===== src/rtl/dacbank_pkg.sv =====
package dacbank_pkg;
   localparam int OFS_RANGE = 8;
   localparam int OFS_LOAD  = 9;
   localparam int OFS_CTRL  = 15;
   localparam int BUS_W     = 16;
   localparam int LANE_W    = 8;

   function automatic int midscale(input int width);
      return 1 << (width - 1);
   endfunction
endpackage


===== src/rtl/dacbank_decode.sv =====
module dacbank_decode #(
   parameter int NCH = 4,
   parameter int AW  = 4
) (
   input  logic           clk,
   input  logic           rst_n,
   input  logic           wr_en,
   input  logic           wr_word,
   input  logic [AW-1:0]  addr,
   output logic [NCH-1:0] lo_we,
   output logic [NCH-1:0] hi_we,
   output logic           hi_from_upper,
   output logic           rng_we,
   output logic           ctl_we,
   output logic           load_all
);
   import dacbank_pkg::*;

   localparam logic [AW-1:0] DATA_END = AW'(2 * NCH);
   localparam logic [AW-1:0] A_RANGE  = AW'(OFS_RANGE);
   localparam logic [AW-1:0] A_LOAD   = AW'(OFS_LOAD);
   localparam logic [AW-1:0] A_CTRL   = AW'(OFS_CTRL);

   logic in_data;
   assign in_data       = wr_en && (addr < DATA_END);
   assign hi_from_upper = !addr[0];
   assign rng_we        = wr_en && (addr == A_RANGE);
   assign ctl_we        = wr_en && (addr == A_CTRL);
   assign load_all      = wr_en && (addr == A_LOAD);

   for (genvar c = 0; c < NCH; c++) begin : g_lane
      logic hit;
      assign hit      = in_data && (addr[AW-1:1] == (AW-1)'(c));
      assign lo_we[c] = hit && !addr[0];
      assign hi_we[c] = hit && (addr[0] || wr_word);
   end

   // an idle bus produces no write enable of any kind
   a_r10_idle_quiet: assert property (@(posedge clk) disable iff (!rst_n)
      !wr_en |-> (lo_we == '0) && (hi_we == '0) && !rng_we && !ctl_we && !load_all);
endmodule


===== src/rtl/dacbank_chan.sv =====
module dacbank_chan #(
   parameter int DW       = 12,
   parameter int RST_CODE = 2048
) (
   input  logic          clk,
   input  logic          rst_n,
   input  logic          lo_we,
   input  logic          hi_we,
   input  logic          hi_from_upper,
   input  logic [7:0]    lane_lo,
   input  logic [DW-9:0] lane_hi_a,
   input  logic [DW-9:0] lane_hi_b,
   input  logic          sync_mode,
   input  logic          load_all,
   output logic [DW-1:0] stg_q,
   output logic [DW-1:0] live_q,
   output logic          live_chg
);
   logic [DW-1:0] stg_d;
   logic [DW-1:0] live_d;
   logic          direct_ld;

   always_comb begin
      stg_d = stg_q;
      if (lo_we) stg_d[7:0] = lane_lo;
      if (hi_we) stg_d[DW-1:8] = hi_from_upper ? lane_hi_a : lane_hi_b;
   end

   assign direct_ld = (lo_we || hi_we) && !sync_mode;

   always_comb begin
      if (load_all)       live_d = stg_q;
      else if (direct_ld) live_d = stg_d;
      else                live_d = live_q;
   end

   assign live_chg = (live_d != live_q);

   always_ff @(posedge clk or negedge rst_n) begin
      if (!rst_n) begin
         stg_q  <= DW'(RST_CODE);
         live_q <= DW'(RST_CODE);
      end else begin
         stg_q  <= stg_d;
         live_q <= live_d;
      end
   end

   // synchronous mode without a load keeps the live code
   a_r4_sync_hold: assert property (@(posedge clk) disable iff (!rst_n)
      (sync_mode && !load_all) |=> $stable(live_q));
   // a load copies the staged code
   a_r5_load_copies: assert property (@(posedge clk) disable iff (!rst_n)
      load_all |=> (live_q == $past(stg_q)));
   // direct mode makes live follow staging after a data write
   a_r6_direct_follow: assert property (@(posedge clk) disable iff (!rst_n)
      (!sync_mode && (lo_we || hi_we)) |=> (live_q == stg_q));
endmodule


===== src/rtl/dacbank_range.sv =====
module dacbank_range #(
   parameter int         NCH     = 4,
   parameter int         RW      = 2,
   parameter logic [7:0] RST_RNG = 8'hAA
) (
   input  logic              clk,
   input  logic              rst_n,
   input  logic              rng_we,
   input  logic [7:0]        wr_byte,
   output logic [7:0]        rng_q,
   output logic [NCH*RW-1:0] rng_out
);
   localparam int USED = NCH * RW;

   always_ff @(posedge clk or negedge rst_n) begin
      if (!rst_n)      rng_q <= RST_RNG;
      else if (rng_we) rng_q <= wr_byte;
   end

   for (genvar c = 0; c < NCH; c++) begin : g_sel
      assign rng_out[c*RW +: RW] = rng_q[c*RW +: RW];
   end

   if (USED < 8) begin : g_spare
      logic unused_rng_bits;
      assign unused_rng_bits = ^rng_q[7:USED];
   end

   // a range write lands on the next cycle
   a_r7_range_write: assert property (@(posedge clk) disable iff (!rst_n)
      rng_we |=> (rng_q == $past(wr_byte)));
   a_r7_range_hold: assert property (@(posedge clk) disable iff (!rst_n)
      !rng_we |=> $stable(rng_q));
endmodule


===== src/rtl/sync_dac_bank.sv =====
module sync_dac_bank #(
   parameter int         NCH      = 4,
   parameter int         DW       = 12,
   parameter int         RW       = 2,
   parameter int         AW       = 4,
   parameter logic [7:0] RST_RNG  = 8'hAA,
   parameter bit         RST_SYNC = 1'b1
) (
   input  logic              clk,
   input  logic              rst_n,
   input  logic              wr_en,
   input  logic              wr_word,
   input  logic [AW-1:0]     addr,
   input  logic [15:0]       wr_data,
   output logic [15:0]       rd_data,
   output logic [NCH*DW-1:0] dac_code,
   output logic [NCH*RW-1:0] dac_range,
   output logic              upd_pulse
);
   import dacbank_pkg::*;

   localparam int            RST_CODE = midscale(DW);
   localparam int            HW       = DW - LANE_W;
   localparam logic [AW-1:0] DATA_END = AW'(2 * NCH);
   localparam logic [AW-1:0] A_RANGE  = AW'(OFS_RANGE);
   localparam logic [AW-1:0] A_CTRL   = AW'(OFS_CTRL);

   if (DW <= LANE_W || DW > BUS_W) begin : g_bad_dw
      $error("DW must lie in 9..16");
   end
   if (NCH * RW > LANE_W) begin : g_bad_rng
      $error("range fields must fit one byte");
   end
   if (2 * NCH > OFS_RANGE) begin : g_bad_nch
      $error("data offsets would overlap the range register");
   end
   if (AW < 4) begin : g_bad_aw
      $error("address must reach the control offset");
   end

   logic [NCH-1:0] lo_we, hi_we, chg;
   logic           hi_from_upper, rng_we, ctl_we, load_all;
   logic           sync_q, upd_q;
   logic [7:0]     rng_q;
   logic [DW-1:0]  stg  [NCH];
   logic [DW-1:0]  live [NCH];

   dacbank_decode #(.NCH(NCH), .AW(AW)) u_dec (
      .clk(clk), .rst_n(rst_n), .wr_en(wr_en), .wr_word(wr_word), .addr(addr),
      .lo_we(lo_we), .hi_we(hi_we), .hi_from_upper(hi_from_upper),
      .rng_we(rng_we), .ctl_we(ctl_we), .load_all(load_all)
   );

   for (genvar c = 0; c < NCH; c++) begin : g_ch
      dacbank_chan #(.DW(DW), .RST_CODE(RST_CODE)) u_chan (
         .clk(clk), .rst_n(rst_n),
         .lo_we(lo_we[c]), .hi_we(hi_we[c]), .hi_from_upper(hi_from_upper),
         .lane_lo(wr_data[7:0]), .lane_hi_a(wr_data[DW-1:8]),
         .lane_hi_b(wr_data[HW-1:0]),
         .sync_mode(sync_q), .load_all(load_all),
         .stg_q(stg[c]), .live_q(live[c]), .live_chg(chg[c])
      );
      assign dac_code[c*DW +: DW] = live[c];
   end

   dacbank_range #(.NCH(NCH), .RW(RW), .RST_RNG(RST_RNG)) u_rng (
      .clk(clk), .rst_n(rst_n), .rng_we(rng_we), .wr_byte(wr_data[7:0]),
      .rng_q(rng_q), .rng_out(dac_range)
   );

   always_ff @(posedge clk or negedge rst_n) begin
      if (!rst_n) begin
         sync_q <= RST_SYNC;
         upd_q  <= 1'b0;
      end else begin
         if (ctl_we) sync_q <= wr_data[0];
         upd_q <= |chg;
      end
   end
   assign upd_pulse = upd_q;

   always_comb begin
      rd_data = '0;
      for (int c = 0; c < NCH; c++) begin
         if ((addr < DATA_END) && (addr[AW-1:1] == (AW-1)'(c))) begin
            if (addr[0]) rd_data = 16'(stg[c][DW-1:8]);
            else         rd_data = 16'(stg[c]);
         end
      end
      if (addr == A_RANGE) rd_data = {8'h00, rng_q};
      if (addr == A_CTRL)  rd_data = {15'h0000, sync_q};
   end

   // the mode bit follows a control write
   a_r8_mode_write: assert property (@(posedge clk) disable iff (!rst_n)
      ctl_we |=> (sync_q == $past(wr_data[0])));
   // pulse only with a change, and no change without a pulse
   a_r9_pulse_means_change: assert property (@(posedge clk) disable iff (!rst_n)
      upd_pulse |-> (dac_code != $past(dac_code)));
   a_r9_quiet_means_stable: assert property (@(posedge clk) disable iff (!rst_n)
      !upd_pulse |-> $stable(dac_code));
   // at most one channel is addressed per cycle
   a_r2_one_channel: assert property (@(posedge clk) disable iff (!rst_n)
      $onehot0(lo_we | hi_we));
endmodule


===== config.mk =====
export PLATFORM = sky130hd
export DESIGN_NAME = sync_dac_bank
export DESIGN_NICKNAME = d
export VERILOG_FILES = /design/src/rtl/dacbank_pkg.sv /design/src/rtl/dacbank_decode.sv /design/src/rtl/dacbank_chan.sv /design/src/rtl/dacbank_range.sv /design/src/rtl/sync_dac_bank.sv
export SDC_FILE = /design/constraint.sdc
export NUM_CORES = 1
export LEC_CHECK = 0
export BUFFER_PORTS_ARGS = -buffer_cell sky130_fd_sc_hd__buf_2
export CORE_AREA = 10 10 93 177
export CTS_CLUSTER_SIZE = 24
export DETAILED_ROUTE_END_ITERATION = 6
export DIE_AREA = 0 0 103 187
export PLACE_DENSITY = 0.81
export SYNTH_ARGS = -nofsm -noshare
export SYNTH_HDL_FRONTEND = slang
export SYNTH_HIERARCHICAL = 1
export SYNTH_SLANG_ARGS = --single-unit

===== constraint.sdc =====
create_clock -name clk -period 3.2 [get_ports clk]
set_input_delay 0.96 -clock clk [delete_from_list [all_inputs] [get_ports clk]]
set_output_delay 0.96 -clock clk [all_outputs]
set_load 0.1 [all_outputs]

==> results_dict.tcl <==
set metrics [dict create \
    multiInputGateArea_um2 4681 \
    num_vias 7279 \
    dp_hpwl_um 16920 \
    cp_max_fo 6 \
    diodes 0 \
    stdcell_count 1142 \
    status "finished with violations" \
    relSlewSlack_pct 65.61 \
    stdcell_area_um2 9867 \
    area_growth_pct 34.76 \
    drv_cap 0 \
    wirelength_um 26530 \
    period_needed_ns 3.306 \
    synth-seq-cells 106 \
    worstMarginPinSlew_ns 0.5194 \
    hold_slack_ns 0.5355 \
    cp-end-kind "flip-flop" \
    powerDensity_nw_per_um2 797.9 \
    clock_latency_ns 0.36 \
    remaining_drc_errors 0 \
    holdCritPathClass "input pin to asynchronous set/reset pin" \
    htreeDepth 3 \
    rsz0062_at_grt "true" \
    grt_pass1_wl_um 39650 \
    syn_area_um2 7322 \
    layout.nets 1004 \
    portBuffers 88 \
    max_freq_ghz 0.3024 \
    hold_viol_final 0 \
    grt_max_degree 50 \
    fin_skew_ns 0.008748 \
    die_area_um2 19260 \
    drt_iter0_drc 498 \
    post-route-period-util_pct 103.3 \
    postRouteAntennaNets 0 \
    yosys_warnings 6 \
    cts_buffers 9 \
    synth_edf_count 0 \
    grt.overflow.total 0 \
    setup_slack_ns -0.1064 \
    core_um2 13740 \
    postSynthAreaPerCell_um2 9.233 \
    avgViaCountPerCell 6.374 \
    yosysUniqueCellTypes 52 \
    initial_core_util_pct 53.30 \
    rows 61 \
    drt_pass1_iterations 5 \
    num_io_pins 97 \
    drive_above_1_share_pct 38.07 \
    synth_top_area_share_pct 31.78 \
    place_area_um2 9055 \
    cp-start-kind "input pin" \
    vdd_drop_max_mv 0.6567 \
    clkTransAtPathRegs_ns 0.07 \
    antenna_found_initial 1 \
    slew_violations 0 \
    clk_path_buf_depth 2 \
    setup-violations-final 10 \
    synthTopCellsByCount "93 x dfrtp_1, 81 x o21ai_0, 76 x mux2i_1" \
    synth_ff_type "dfrtp_1" \
    violations "setup timing" \
    ctsHoldBuffers 0 \
    fin_util_pct 71.82 \
    required_ns 3.43 \
    cts_tree "built" \
    grt_pass1_vias 7380 \
    wl_per_cell_um 23.23 \
    synth_top_area_cell "dfrtp_1" \
    clock-root-buffer "clkbuf_16" \
    grt_usage_pct 26.38 \
    ys_seq_area_share_pct 36.45 \
    seqCellArea_um2 2669 \
    yosys-top-cells-area "dfrtp_1 32%, mux2i_1 10%, xor2_1 6.7%" \
    crit_type "input pin to flip-flop" \
    finalPower_mw 7.873 \
    synth-async-reset-ratio_pct 100.0 \
    critPathArrivalTime_ns 3.54 \
    dieWidth_um 103 \
    synth_cells 793 \
    dp.cells 1109 \
    fillers 895 \
    cts.sinks 106 \
    synthMostInstantiatedCell "dfrtp_1" \
    place.gp.congestion 0.9886 \
    p_leak_nw 4.466 \
    die_y_um 187 \
]
state kept, by name, indices dropped and copies added, names as in the netlist:
name	flops
u_rng/rng_out	8
sync_q	1
upd_pulse	1
g_ch.u_chan/stg_q	48
g_ch.u_chan/live_q	48
area by class of cell:
class                      count  share of cell area, %
clock buffer                  10                  2.422
clock inverter                 6                 0.4058
inverter                      26                 0.9891
multi-input combinational    608                  47.44
sequential                   106                  27.05
tap                          157                  1.991
timing repair buffer         229                  19.71
power breakdown:
group	switching, mW	total (mW)	internal [mW]
clock	0.537	1.09	0.552
sequential	0.675	2.44	1.77
combinational	3.11	4.34	1.23
final timing paths:
kind / start / endpoint / slack (ns) / cells past startpoint
max: addr[3] / upd_pulse / -0.11 / 11
min: rst_n / g_ch[1].u_chan/live_q[0] / 0.54 / 1
max reg2reg: g_ch[1].u_chan/stg_q[11] / upd_pulse / 0.84 / 6
min reg2reg: g_ch[1].u_chan/stg_q[11] / g_ch[1].u_chan/live_q[11] / 0.54 / 2
max in group asynchronous: rst_n / g_ch[0].u_chan/stg_q[11] / 1.89 / 2
min in group clk: g_ch[1].u_chan/stg_q[11] / g_ch[1].u_chan/live_q[11] / 0.54 / 2
cells by family (layout without fill, tap and decap cells):
logic type                count (synthesis)  count (layout)  synth area share (%)
other                                     1               4               0.05122
xor gates and xnor gates                 72              72                 8.612
AOI/OAI and AO/OA                       204             204                 17.33
and+or+nand+nor                         215             215                 14.75
muxes                                   113             113                 16.54
DFF                                     106             106                 36.45
buffers and inverters                    82             271                 6.271
metrics by stage:
step	TNS, ns	worst slack [ns]
2_1_floorplan	-1.160	-0.3023
3_3_place_gp	-2.055	-0.4142
3_5_place_dp	-2.262	-0.4276
4_1_cts	-0.08699	-0.05943
5_1_grt	-0.9105	-0.1884
6_report	-0.5027	-0.1064
layer usage:
metal  wire length (µm)  up-vias  track usage [%]
met2              12560      454            41.31
met5                 20        -                0
met4               2206        2            18.08
met1               9641     3495            30.64
li1                   -     3165                -
met3               2094      163            6.141
worst max-delay path, stage by stage:
cell and delay, ns:
buf_8 0.11, nand2b_2 0.21, buf_4 0.18, nor3_4 0.25, buf_6 0.19, mux2i_2 0.28
xor2_1 0.22, nand4_1 0.14, a221oi_2 0.33, o2111ai_2 0.21, or4_1 0.44
what timing repair did:
action / 4_1_cts / 5_1_grt
pin swaps: 19 / 17
setup endpoints to repair: 13 / 13
setup buffers: 9 / 8
gates cloned: 1 / 1
hold endpoints to repair: 0 / 0
resized for setup: 63 / 34
cells in the final DEF, fill, tap and decap left out, types with 5 or more instances in the layout:
cell type and count:
a211o_1 8, a211oi_2 5, a21oi_1 43, a21oi_2 6, a22oi_1 8, a31oi_1 8, buf_12 21, buf_2 71
buf_4 115, buf_6 14, buf_8 6, clkbuf_16 10, dfrtp_1 93, dfstp_2 13, inv_1 24, mux2_2 25
mux2_4 12, mux2i_1 64, mux2i_2 7, mux2i_4 5, nand2_1 61, nand2b_1 10, nand3_1 5, nand4_1 12
nor2_1 48, nor2_2 5, nor2b_1 37, nor3_1 6, o21a_1 6, o21ai_0 66, o21ai_1 8, o21ai_2 8
xnor2_1 16, xor2_1 55
No activity file was read; power rests on OpenSTA's default activity.
